$ cat config.mk
export PLATFORM = sky130hd
export DESIGN_NAME = hazard_stall_unit
export DESIGN_NICKNAME = d
export VERILOG_FILES = /design/src/rtl/hzd_pkg.sv /design/src/rtl/hzd_match.sv /design/src/rtl/hzd_seq.sv /design/src/rtl/hazard_stall_unit.sv
export SDC_FILE = /design/constraint.sdc
export NUM_CORES = 1
export LEC_CHECK = 0
export BUFFER_PORTS_ARGS = -buffer_cell sky130_fd_sc_hd__buf_4
export CORE_AREA = 2 2 39 41
export DETAILED_ROUTE_END_ITERATION = 16
export DIE_AREA = 0 0 41 43
export PLACE_DENSITY = 0.67
export SLEW_MARGIN = 5
export SYNTH_ARGS = -nofsm -noshare
export SYNTH_HDL_FRONTEND = slang
export SYNTH_SLANG_ARGS = --single-unit
$ cat constraint.sdc
create_clock -name vclk -period 2.03
set_clock_uncertainty 0.05 [all_clocks]
set_input_delay 0.3045 -clock vclk [all_inputs]
set_output_delay 0.3045 -clock vclk [all_outputs]
set_load 0.03 [all_outputs]
$ cat src/rtl/hzd_pkg.sv
package hzd_pkg;

    typedef enum logic [1:0] {
        ST_RUN      = 2'd0,
        ST_HOLD_ONE = 2'd1,
        ST_HOLD_TWO = 2'd2
    } hold_state_e;

endpackage

$ cat src/rtl/hzd_match.sv
// Compares one producer destination against every used consumer source.
module hzd_match #(
    parameter int REG_W = 5,
    parameter int NSRC  = 2
) (
    input  logic [NSRC-1:0][REG_W-1:0] src,
    input  logic [NSRC-1:0]            src_used,
    input  logic [REG_W-1:0]           dst,
    input  logic                       dst_valid,
    output logic                       hit
);
    localparam logic [REG_W-1:0] ZERO_REG = '0;

    logic [NSRC-1:0] per_src;

    generate
        for (genvar g = 0; g < NSRC; g++) begin : g_src
            assign per_src[g] = dst_valid && (dst != ZERO_REG) &&
                                src_used[g] && (src[g] == dst);
        end
    endgenerate

    assign hit = |per_src;
endmodule

$ cat src/rtl/hzd_seq.sv
// Hold sequencer: tracks consecutive stall cycles and drives the outputs.
module hzd_seq
    import hzd_pkg::*;
(
    input  logic clk,
    input  logic rst_n,
    input  logic stall_req,
    input  logic flush_req,
    input  logic is_branch,
    output logic pc_write,
    output logic ifid_write,
    output logic control_zero,
    output logic ifid_flush
);
    hold_state_e state_q, state_d;

    always_ff @(posedge clk or negedge rst_n) begin
        if (!rst_n) state_q <= ST_RUN;
        else        state_q <= state_d;
    end

    always_comb begin
        state_d = ST_RUN;
        unique case (state_q)
            ST_RUN:      state_d = stall_req ? ST_HOLD_ONE : ST_RUN;
            ST_HOLD_ONE: state_d = stall_req ? ST_HOLD_TWO : ST_RUN;
            ST_HOLD_TWO: state_d = stall_req ? ST_HOLD_TWO : ST_RUN;
            default:     state_d = ST_RUN;
        endcase
    end

    always_comb begin
        if (!rst_n) begin
            pc_write     = 1'b1;
            ifid_write   = 1'b1;
            control_zero = 1'b0;
            ifid_flush   = 1'b0;
        end else begin
            pc_write     = !stall_req;
            ifid_write   = !stall_req;
            control_zero = stall_req;
            ifid_flush   = flush_req && !stall_req;
        end
    end

    // a third consecutive stall cycle never occurs
    a_r5_max_two_holds: assert property (@(posedge clk) disable iff (!rst_n)
        (state_q == ST_HOLD_TWO) |-> !stall_req)
        else $error("R5: stall held beyond two cycles");

    // a second consecutive stall cycle only serves a decode-stage branch
    a_r2_second_hold_branch_only: assert property (@(posedge clk) disable iff (!rst_n)
        (state_q == ST_HOLD_ONE && stall_req) |-> is_branch)
        else $error("R2: second stall cycle for a non-branch consumer");
endmodule

$ cat src/rtl/hazard_stall_unit.sv
module hazard_stall_unit #(
    parameter int REG_W = 5
) (
    input  logic             clk,
    input  logic             rst_n,
    input  logic [REG_W-1:0] id_rs,
    input  logic [REG_W-1:0] id_rt,
    input  logic             id_uses_rs,
    input  logic             id_uses_rt,
    input  logic             id_is_branch,
    input  logic             id_branch_taken,
    input  logic [REG_W-1:0] ex_rd,
    input  logic             ex_reg_write,
    input  logic             ex_mem_read,
    input  logic [REG_W-1:0] mem_rd,
    input  logic             mem_reg_write,
    input  logic             mem_mem_read,
    output logic             pc_write,
    output logic             ifid_write,
    output logic             control_zero,
    output logic             ifid_flush
);
    localparam int NSRC = 2;

    logic [NSRC-1:0][REG_W-1:0] srcs;
    logic [NSRC-1:0]            used;
    logic ex_hit, mem_hit;
    logic load_use, branch_on_alu, branch_on_old_load;
    logic stall_req, flush_req;

    assign srcs = {id_rt, id_rs};
    assign used = {id_uses_rt, id_uses_rs};

    hzd_match #(.REG_W(REG_W), .NSRC(NSRC)) u_ex_match (
        .src(srcs), .src_used(used), .dst(ex_rd),
        .dst_valid(ex_reg_write || ex_mem_read), .hit(ex_hit)
    );

    hzd_match #(.REG_W(REG_W), .NSRC(NSRC)) u_mem_match (
        .src(srcs), .src_used(used), .dst(mem_rd),
        .dst_valid(mem_mem_read), .hit(mem_hit)
    );

    // load in execute: any consumer waits
    assign load_use           = ex_mem_read && ex_hit;
    // ALU result in execute: only a decode-stage compare must wait
    assign branch_on_alu      = id_is_branch && ex_reg_write && !ex_mem_read && ex_hit;
    // load in memory: its data is not yet available to a decode compare
    assign branch_on_old_load = id_is_branch && mem_reg_write && mem_hit;

    assign stall_req = load_use || branch_on_alu || branch_on_old_load;
    assign flush_req = id_is_branch && id_branch_taken;

    hzd_seq u_seq (
        .clk(clk), .rst_n(rst_n),
        .stall_req(stall_req), .flush_req(flush_req), .is_branch(id_is_branch),
        .pc_write(pc_write), .ifid_write(ifid_write),
        .control_zero(control_zero), .ifid_flush(ifid_flush)
    );

    // a load in execute feeding a used source freezes the front end
    a_r1_load_use_stall: assert property (@(posedge clk) disable iff (!rst_n)
        (ex_mem_read && ex_rd != '0 &&
         ((id_uses_rs && id_rs == ex_rd) || (id_uses_rt && id_rt == ex_rd)))
        |-> (control_zero && !pc_write && !ifid_write))
        else $error("R1: load-use not stalled");

    // register zero producers never stall
    a_r7_zero_dst: assert property (@(posedge clk) disable iff (!rst_n)
        (ex_rd == '0 && mem_rd == '0) |-> !control_zero)
        else $error("R7: stall on register zero");

    // flush suppressed under stall
    a_r10_stall_over_flush: assert property (@(posedge clk) disable iff (!rst_n)
        control_zero |-> !ifid_flush)
        else $error("R10: flush during stall");

    // taken branch that proceeds flushes the fetched instruction
    a_r9_taken_flush: assert property (@(posedge clk) disable iff (!rst_n)
        (id_is_branch && id_branch_taken && pc_write) |-> ifid_flush)
        else $error("R9: taken branch without flush");

    // PC and fetch/decode register are frozen together
    a_r1_hold_together: assert property (@(posedge clk) disable iff (!rst_n)
        (pc_write == ifid_write) && (control_zero == !pc_write))
        else $error("R1: inconsistent hold outputs");
endmodule

==> run summary <==
full die area: 1760 um^2
Routed Antenna Nets: 0
Slew headroom: 0.857
routability cong.: 0.834
Largest delay share family, worst path: simple AND/OR/NAND/NOR gates
routed vias: 400
gr ovfl total: 0
Synth area leader: xnor2_1
Worst-Margin Slew: 0.215 ns
crit-path cells: buf_4 > xnor2_1 > nand4_1 > o22ai_1 > a22oi_2 > and4_1 > buf_4
final slew viol count: 0
fin nets: 107
Setup TNS: 0 ns
die span in x: 41 um
Initial Util: 0.222
CP Max Fanout: 3
CTS Hold Bufs: 0
Area Growth Syn to Fin: 84.9%
Syn Inst Count: 43
largest net degree at the start of global routing: 4
top cells by area, synth: xnor2_1, nand4_1, a21oi_1
Die H: 43 um
layout cells sized above 1: 0.453
io pins: 34
outcome: finished, final reports clean
Final Hold Viols: 0
Highest Clock Rate: 562 MHz
crit path kind: in2out
# port buffers: 33
post-synthesis cell type count: 13
Syn Area/Cell: 7.13 um^2
slowest CP cell: o22ai_1
hold path endpoint: ifid_write
Core Util, Final: 0.410
Tcrit/Tclk final: 0.876
final setup fails: 0
first drt pass iteration count: 2
syn nets: 73
Syn. warnings: 0
data arrival time of the worst path: 1.42 ns
most common cell in the netlist: xnor2_1
WHS Path Cells: 3
HP Start: rst_n
initial antenna violation count: 0
vias per inst: 4.40
Reg area: 0 um^2
min cycle time layout: 1.78 ns
Seq cells: 0
Buf/Inv on CP: 2
synth cell count leaders: xnor2_1, nand2_1, nand4_1, a21oi_1
first-pass GRT wire length: 1570 um
DRT iter0 DRCs: 7
Max stage delay on crit path: 0.23 ns
WL/cell: 10.4 um
FP Rows: 14
PwrDens: 208 nW/um^2
vias in the first global route: 403
area of the multi-input gates: 299 um^2
register area share after synthesis: 0
Post-Route WL: 943 um
worst vdd ir: 0.0724 mV
post-cts resize count: 0
clkbuf count: 0
unrepaired setup endpoints after global routing: no
DRC: 0
DPL Wire Length: 892 um
most used cell, CP: buf_4
CP Launch Type: primary input
fill count: 159
critical path endpoint category: output port
netlist area before placement: 307 um^2
Post-CTS Setup Inserts: 0
proportion of netlist area held by the largest area contributor: 0.571
Max Cap Viol: 0
Critical Path RT: 1.68 ns
Core ar.: 1380 um^2
All-Layer GR Usage: 0.120
# diodes: 0
Static Leakage: 0.232 nW
hold crit path type: in2out
cells in the final DEF (no fill, tap or decap):
master / netlist / final
buf_4: 1 / 33
xnor2_1: 20 / 20
nand4_1: 4 / 4
nand2_1: 4 / 4
a21oi_1: 3 / 3
o22ai_1: 2 / 2
nor2_1: 2 / 2
nor3_1: 2 / 2
nand3_1: 1 / 1
a22oi_2: 1 / 1
and4_1: 1 / 1
nor2b_1: 1 / 1
nand2b_1: 1 / 1
kinds of logic (layout without fill, tap and decap cells):
| group | Yosys count | in the layout | synth area share |
|---|---|---|---|
| AND/OR/NAND/NOR | 16 | 16 | 0.273 |
| XOR/XNOR | 20 | 20 | 0.571 |
| AO/OA/AOI/OAI | 6 | 6 | 0.131 |
| buffers and inverters | 1 | 33 | 0.0245 |
worst min-delay path: stages:
cell and delay (ns):
buf_4 0.09, nand2b_1 0.07, buf_4 0.17
report_power, final:
| group | leakage, nW | internal, mW | switching, mW |
|---|---|---|---|
| registers | 0 | 0 | 0 |
| clock network | 0 | 0 | 0 |
| logic | 0.232 | 0.0711 | 0.0466 |
| total | 0.232 | 0.0711 | 0.0466 |
stage by stage:
stage	cell area (um^2)	hold slack (ns)	cells	power [mW]	setup slack [ns]
floorplan	307	0.747	43	0.0514	0.312
global placement	567	0.870	91	0.117	0.288
detailed placement	567	0.887	91	0.118	0.259
CTS	567	0.887	91	0.119	0.259
global route	567	0.893	91	0.128	0.144
finish	567	0.886	91	0.118	0.251
per-layer routing:
metal | up-vias | wire length (um) | track usage
li1 | 214 | - | -
met1 | 175 | 381 | 0.165
met2 | 11 | 506 | 0.209
met3 | 0 | 55 | 0.00524
met4 | 0 | 0 | 0
met5 | - | 0 | 0
worst max-delay path by stage:
stage | cells past startpoint | endpoint | from | slack [ns]
2_1_floorplan | 6 | pc_write | id_rt[2] | 0.31
3_3_place_gp | 7 | ifid_flush | id_rt[2] | 0.29
3_5_place_dp | 7 | ifid_flush | id_rt[2] | 0.26
4_1_cts | 7 | ifid_flush | id_rt[2] | 0.26
5_1_grt | 7 | ifid_flush | id_rt[1] | 0.14
6_report | 7 | ifid_flush | ex_rd[0] | 0.25
cell type report:
cell class / instances / area share
well taps: 16 / 0.0353
multi-input cells: 42 / 0.528
repair buffers: 33 / 0.437
(Power assumes the default switching activity.)
